**src/rtl/wbuf_pkg.sv**
```systemverilog
package wbuf_pkg;
  localparam int unsigned SLICE_W_DEF = 72;
  localparam int unsigned BEATS_DEF   = 4;
  localparam int unsigned DEPTH_DEF   = 4;
endpackage

```
**src/rtl/wbuf_assembler.sv**
```systemverilog
module wbuf_assembler #(
  parameter int unsigned SLICE_W = 72,
  parameter int unsigned BEATS   = 4,
  parameter int unsigned DEPTH   = 4,
  localparam int unsigned BEAT_W = $clog2(BEATS),
  localparam int unsigned PTR_W  = $clog2(DEPTH),
  localparam int unsigned ADDR_W = PTR_W + BEAT_W
) (
  input  logic               clk,
  input  logic               rst,
  input  logic               slice_valid,
  input  logic [SLICE_W-1:0] slice_data,
  input  logic               full,
  output logic               wr_en,
  output logic [ADDR_W-1:0]  wr_addr,
  output logic [SLICE_W-1:0] wr_data,
  output logic               commit,
  output logic               overflow
);
  logic [BEAT_W-1:0] sidx_q;
  logic [PTR_W-1:0]  wptr_q;
  logic              ovf_q;

  always_comb begin
    wr_en   = slice_valid && !full;
    wr_addr = {wptr_q, sidx_q};
    wr_data = slice_data;
    commit  = wr_en && (sidx_q == BEAT_W'(BEATS - 1));
  end

  always_ff @(posedge clk) begin
    if (rst) begin
      sidx_q <= '0;
      wptr_q <= '0;
      ovf_q  <= 1'b0;
    end else begin
      if (wr_en) begin
        sidx_q <= sidx_q + BEAT_W'(1);
        if (commit) wptr_q <= wptr_q + PTR_W'(1);
      end
      if (slice_valid && full) ovf_q <= 1'b1;
    end
  end

  assign overflow = ovf_q;

  // the overflow flag never clears without reset
  a_r5_overflow_sticky: assert property (@(posedge clk) disable iff (rst)
    overflow |=> overflow);
  // a dropped slice leaves the slice position and slot untouched
  a_r5_drop_holds_position: assert property (@(posedge clk) disable iff (rst)
    (slice_valid && full) |=> ($stable(sidx_q) && $stable(wptr_q)));
endmodule

```
**src/rtl/wbuf_ram.sv**
```systemverilog
module wbuf_ram #(
  parameter int unsigned WIDTH  = 72,
  parameter int unsigned ADDR_W = 4,
  localparam int unsigned WORDS = 1 << ADDR_W
) (
  input  logic              clk,
  input  logic              wr_en,
  input  logic [ADDR_W-1:0] wr_addr,
  input  logic [WIDTH-1:0]  wr_data,
  input  logic              rd_en,
  input  logic [ADDR_W-1:0] rd_addr,
  output logic [WIDTH-1:0]  rd_data
);
  logic [WIDTH-1:0] mem [WORDS];

  always_ff @(posedge clk) begin
    if (wr_en) mem[wr_addr] <= wr_data;
  end

  always_ff @(posedge clk) begin
    if (rd_en) rd_data <= mem[rd_addr];
  end
endmodule

```
**src/rtl/wbuf_reader.sv**
```systemverilog
module wbuf_reader #(
  parameter int unsigned SLICE_W = 72,
  parameter int unsigned BEATS   = 4,
  parameter int unsigned DEPTH   = 4,
  localparam int unsigned BEAT_W = $clog2(BEATS),
  localparam int unsigned PTR_W  = $clog2(DEPTH),
  localparam int unsigned ADDR_W = PTR_W + BEAT_W,
  localparam int unsigned CNT_W  = $clog2(DEPTH + 1)
) (
  input  logic               clk,
  input  logic               rst,
  input  logic               wr_cmd,
  input  logic [CNT_W-1:0]   count,
  input  logic [SLICE_W-1:0] rd_data,
  output logic               rd_en,
  output logic [ADDR_W-1:0]  rd_addr,
  output logic               done,
  output logic               beat_valid,
  output logic [SLICE_W-1:0] beat_data,
  output logic               beat_last,
  output logic               underflow
);
  logic [CNT_W-1:0]  pend_q;
  logic [BEAT_W-1:0] bidx_q;
  logic [PTR_W-1:0]  rptr_q;
  logic              active;
  logic              accept;
  logic              valid_q;
  logic              last_q;
  logic              unf_q;

  always_comb begin
    active  = (pend_q != '0);
    accept  = wr_cmd && (count != pend_q);
    rd_en   = active;
    rd_addr = {rptr_q, bidx_q};
    done    = active && (bidx_q == BEAT_W'(BEATS - 1));
  end

  always_ff @(posedge clk) begin
    if (rst) begin
      pend_q  <= '0;
      bidx_q  <= '0;
      rptr_q  <= '0;
      valid_q <= 1'b0;
      last_q  <= 1'b0;
      unf_q   <= 1'b0;
    end else begin
      pend_q  <= pend_q + CNT_W'(accept) - CNT_W'(done);
      valid_q <= active;
      last_q  <= done;
      if (active) begin
        bidx_q <= bidx_q + BEAT_W'(1);
        if (done) rptr_q <= rptr_q + PTR_W'(1);
      end
      if (wr_cmd && !accept) unf_q <= 1'b1;
    end
  end

  assign beat_valid = valid_q;
  assign beat_last  = last_q;
  assign beat_data  = rd_data;
  assign underflow  = unf_q;

  // the underflow flag never clears without reset
  a_r6_underflow_sticky: assert property (@(posedge clk) disable iff (rst)
    underflow |=> underflow);
  // claimed bursts never exceed stored complete entries
  a_r6_claims_within_store: assert property (@(posedge clk) disable iff (rst)
    pend_q <= count);
  // a burst streams without gaps until its last beat
  a_r7_burst_contiguous: assert property (@(posedge clk) disable iff (rst)
    (beat_valid && !beat_last) |=> beat_valid);
  // the last marker only accompanies a valid beat
  a_r3_last_with_valid: assert property (@(posedge clk) disable iff (rst)
    beat_last |-> beat_valid);
endmodule

```
**src/rtl/wr_burst_buffer.sv**
```systemverilog
module wr_burst_buffer
  import wbuf_pkg::*;
#(
  parameter int unsigned SLICE_W = SLICE_W_DEF,
  parameter int unsigned BEATS   = BEATS_DEF,
  parameter int unsigned DEPTH   = DEPTH_DEF,
  localparam int unsigned BEAT_W = $clog2(BEATS),
  localparam int unsigned PTR_W  = $clog2(DEPTH),
  localparam int unsigned ADDR_W = PTR_W + BEAT_W,
  localparam int unsigned CNT_W  = $clog2(DEPTH + 1)
) (
  input  logic               clk,
  input  logic               rst,
  input  logic               slice_valid,
  input  logic [SLICE_W-1:0] slice_data,
  input  logic               wr_cmd,
  output logic               beat_valid,
  output logic [SLICE_W-1:0] beat_data,
  output logic               beat_last,
  output logic               overflow,
  output logic               underflow
);
  logic [CNT_W-1:0]   count_q;
  logic               full;
  logic               wr_en;
  logic [ADDR_W-1:0]  wr_addr;
  logic [SLICE_W-1:0] wr_data;
  logic               commit;
  logic               rd_en;
  logic [ADDR_W-1:0]  rd_addr;
  logic [SLICE_W-1:0] rd_data;
  logic               done;

  assign full = (count_q == CNT_W'(DEPTH));

  always_ff @(posedge clk) begin
    if (rst) count_q <= '0;
    else     count_q <= count_q + CNT_W'(commit) - CNT_W'(done);
  end

  wbuf_assembler #(.SLICE_W(SLICE_W), .BEATS(BEATS), .DEPTH(DEPTH)) u_asm (
    .clk(clk), .rst(rst), .slice_valid(slice_valid), .slice_data(slice_data),
    .full(full), .wr_en(wr_en), .wr_addr(wr_addr), .wr_data(wr_data),
    .commit(commit), .overflow(overflow)
  );

  wbuf_ram #(.WIDTH(SLICE_W), .ADDR_W(ADDR_W)) u_ram (
    .clk(clk), .wr_en(wr_en), .wr_addr(wr_addr), .wr_data(wr_data),
    .rd_en(rd_en), .rd_addr(rd_addr), .rd_data(rd_data)
  );

  wbuf_reader #(.SLICE_W(SLICE_W), .BEATS(BEATS), .DEPTH(DEPTH)) u_rd (
    .clk(clk), .rst(rst), .wr_cmd(wr_cmd), .count(count_q), .rd_data(rd_data),
    .rd_en(rd_en), .rd_addr(rd_addr), .done(done), .beat_valid(beat_valid),
    .beat_data(beat_data), .beat_last(beat_last), .underflow(underflow)
  );

  // stored complete entries never exceed the capacity
  a_r5_capacity_bound: assert property (@(posedge clk) disable iff (rst)
    count_q <= CNT_W'(DEPTH));
  // an entry completes only into a slot that is free
  a_r2_commit_has_room: assert property (@(posedge clk) disable iff (rst)
    commit |-> (count_q < CNT_W'(DEPTH)));
  // a finished burst releases exactly one slot
  a_r9_done_frees_slot: assert property (@(posedge clk) disable iff (rst)
    (done && !commit) |=> (count_q == $past(count_q) - CNT_W'(1)));
endmodule

```
**config.mk**
```make
export PLATFORM = sky130hd
export DESIGN_NAME = wr_burst_buffer
export DESIGN_NICKNAME = d
export VERILOG_FILES = /design/src/rtl/wbuf_pkg.sv /design/src/rtl/wbuf_assembler.sv /design/src/rtl/wbuf_ram.sv /design/src/rtl/wbuf_reader.sv /design/src/rtl/wr_burst_buffer.sv
export SDC_FILE = /design/constraint.sdc
export NUM_CORES = 1
export LEC_CHECK = 0
export CAP_MARGIN = 20
export CORE_MARGIN = 5
export CORE_UTILIZATION = 44
export CTS_BUF_LIST = sky130_fd_sc_hd__clkbuf_16
export DETAILED_ROUTE_END_ITERATION = 6
export DONT_BUFFER_PORTS = 1
export MAX_ROUTING_LAYER = met4
export PLACE_DENSITY = 0.59
export SYNTH_ARGS = -nofsm -noshare
export SYNTH_HDL_FRONTEND = slang
export SYNTH_SLANG_ARGS = --single-unit
export TNS_END_PERCENT = 100
```
**constraint.sdc**
```tcl
create_clock -name clk -period 3.2 [get_ports clk]
set_input_delay 0 -clock clk [delete_from_list [all_inputs] [get_ports clk]]
set_output_delay 0 -clock clk [all_outputs]
set_load 0.05 [all_outputs]
```
==> impl_metrics.json <==
{
  "synthSimpleGateAreaFrac_pct": 1.14,
  "cp_max_fo": 6,
  "drive_above_1_share_pct": 25.1,
  "first_pass_iters": 5,
  "max_slew.worst_pin.slew_ps": 1090,
  "grt_start_max_net_pins": 145,
  "synth_top_area_cell": "edfxtp_1",
  "finalCritPeriodShare_pct": 79.6,
  "nets": 2210,
  "ys.flop_type": "edfxtp_1",
  "cts-root-buf": "clkbuf_16",
  "die-area_sq_um": 112000,
  "grt_pass1_vias": 21900,
  "postRouteAntennaNets": 0,
  "drt-vias-per-instance": 5.76,
  "ys_async_sr_fraction_pct": 0,
  "cts_buffer_depth": 3,
  "area_delta_synth_final_pct": 15.6,
  "cts_buffers": 131,
  "rsz0062_at_grt": "false",
  "drv_slew": 0,
  "hold_path_class": "input pin to flip-flop",
  "p_leak_nw": 16.5,
  "netlist_instances": 1944,
  "antenna_found_initial": 10,
  "synth_top_family_by_area": "multiplexers",
  "grt_pass1_wl_um": 153000,
  "dp_cells": 3291,
  "end_kind": "flip-flop",
  "critPathKind": "flip-flop to flip-flop",
  "wl_um": 105000,
  "gp_congestion": 0.708,
  "cts.sinks": 1242,
  "setup_viol": 0,
  "grt-ovfl-total": 0,
  "htree_num_levels": 4,
  "peakVddDrop_mv": 0.420,
  "syn_avg_cell_area_sq_um": 23.8,
  "status": "completed",
  "io_buffers": 0,
  "core_sq_um": 104000,
  "synthAdderAreaFrac_pct": 0.439,
  "chipHeight_um": 334,
  "dp_hpwl_um": 53400,
  "synth-seq-area-share_pct": 80.3,
  "powerDensity_nw_per_um2": 632,
  "placed_cell_area_sq_um": 48400,
  "drc": 0,
  "clk_pin_slew_ps": 60,
  "ys_ff_latch": 1242,
  "die_width_um": 334,
  "synth_edf_count": 1224,
  "finalHoldViolCount": 0,
  "synth_compound_area_share_pct": 2.52,
  "relSlewSlack_pct": 27.3,
  "fin_area_sq_um": 53400,
  "grt_usage_pct": 19.5,
  "synth-warning-count": 0,
  "ios": 152,
  "start_kind": "flip-flop",
  "synth_xor_area_share_pct": 0.171,
  "fillers": 8105,
  "num_rows": 118,
  "first_iter_violations": 1793,
  "initial_utilization_pct": 44.5,
  "netlist.area_leader.share_pct": 79.5,
  "worst_hold_slack_ps": 83.0,
  "syn-cell-area_sq_um": 46200,
  "cts_tree": "done",
  "finalSetupTns_ps": 0,
  "cts_resized": 0,
  "cap_violations": 0,
  "vias": 20800,
  "syn-num-nets": 2035,
  "min_period_ps": 2550,
  "clkLatencyLatePin_ps": 730,
  "fmax_mhz": 393,
  "final_cells": 3613,
  "synthTopCellsByArea": "edfxtp_1, mux4_2, a22oi_1",
  "synth_mux_area_share_pct": 14.1,
  "worstPathArrival_ps": 3150,
  "wire_per_inst_um": 29.2,
  "skew_ps": 23.7,
  "required_ps": 3800,
  "netlist-cell-type-count": 32
}
layout by cell type, fill, tap and decap left out, types with 2 or more instances in the layout:
master,Yosys,layout
clkbuf_16,0,133
clkinvlp_4,0,3
a22oi_1,144,144
inv_16,0,4
clkinv_2,0,18
dfxtp_4,0,2
nor2b_4,0,2
buf_4,7,30
nand2_1,73,73
and3_4,0,12
clkinv_16,0,2
clkinv_1,0,28
dlygate4sd3_1,0,75
buf_12,0,36
o31ai_1,3,3
diode_2,0,8
a21oi_1,5,5
mux4_2,288,288
inv_1,14,44
nor3_1,2,2
fa_1,2,2
o21ai_1,2,2
dfxtp_1,18,16
nand3_1,2,2
and2_4,0,5
nor2_1,13,12
ha_1,13,13
inv_6,0,5
clkinv_8,0,4
xor2_1,4,4
edfxtp_1,1224,1224
bufinv_16,0,11
nand4_1,2,2
xnor2_1,5,5
nor2b_1,5,3
cell type report:
cell class	count	area [sq um]	share of cell area, %
inverters	15	58.8	0.110
diodes	8	20.0	0.0375
clock buffers	133	3330	6.23
multi-input cells	588	8560	16.0
well taps	1380	1730	3.23
repair buffers	141	1700	3.18
flip-flops and latches	1242	37100	69.5
clock inverters	106	913	1.71
flip-flops by register name, summed over array words and instances, names as in the netlist:
register / flops
u_ram.mem: 1152
u_ram.rd_data: 72
count_q: 3
u_rd.pend_q: 3
u_asm.sidx_q: 2
u_asm.wptr_q: 2
u_rd.bidx_q: 2
u_rd.rptr_q: 2
u_asm.overflow: 1
u_rd.beat_last: 1
u_rd.beat_valid: 1
u_rd.underflow: 1
cell families (layout without fill, tap and decap cells):
kind of cell / Yosys count / after routing
flops: 1242 / 1242
mux: 289 / 289
compound gates: 157 / 157
simple gates: 118 / 118
buf+inv: 114 / 395
fa+ha+maj: 15 / 15
xor+xnor: 9 / 9
other cells: 0 / 8
repair_timing:
action / CTS / global route
hold buffers: 75 / 0
hold endpoints to repair: 1208 / 0
setup buffers: 0 / 0
Yosys cell counts (all sizes together) (3+ instances only):
master,number
edfxtp,1224
mux4,288
a22oi,144
nand2,73
buf,56
clkbuf,43
dfxtp,18
inv,15
and3,13
ha,13
nor2,13
and2,6
a21oi,5
nor2b,5
xnor2,5
xor2,4
o31ai,3
path summary, 6_finish.rpt:
path,startpoint,endpoint,slack (ps),depth (start not counted)
max,u_rd.pend_q[1]$_SDFF_PP0_,u_rd.pend_q[2]$_SDFF_PP0_,650,9
min,wr_cmd,u_rd.underflow$_SDFFE_PP0P_,80,3
max reg2reg,u_rd.pend_q[1]$_SDFF_PP0_,u_rd.pend_q[2]$_SDFF_PP0_,650,9
min reg2reg,u_asm.wptr_q[1]$_SDFFE_PP0P_,u_asm.wptr_q[1]$_SDFFE_PP0P_,540,2
power breakdown:
part	switching [W]	total, W	internal, W
sequential	0.0000941	0.0182	0.0181
combinational	0.000510	0.000842	0.000332
clock	0.00624	0.0148	0.00852
total	0.00685	0.0338	0.0269
routing by layer:
metal / vias to the layer above / wire [um] / GRT usage, % / share of wire (%)
li1: 8714 / - / - / -
met1: 11300 / 44500 / 26.0 / 42
met2: 602 / 53700 / 31.6 / 51
met3: 165 / 5140 / 3.34 / 4.9
met4: 0 / 2040 / 5.12 / 1.9
met5: - / 0 / - / 0
worst max-delay path, cell delays in order (launching register included):
cell	delay (ps)
dfxtp_1	380
o31ai_1	490
inv_1	140
ha_1	310
inv_1	40
ha_1	190
fa_1	420
xnor2_1	220
xnor2_1	160
nor2_1	50
stage by stage:
| step | power [W] | setup WS (ps) | util [%] |
|---|---|---|---|
| 3_3_place_gp | 0.0191 | 662 | 46.6 |
| 3_5_place_dp | 0.0191 | 687 | 46.6 |
| 2_1_floorplan | 0.0189 | 91.6 | - |
| 6_report | 0.0338 | 654 | 51.4 |
| 4_1_cts | 0.0341 | 632 | 51.4 |
| 5_1_grt | 0.0349 | 434 | 51.4 |
Power figures use the tool's default switching activity.
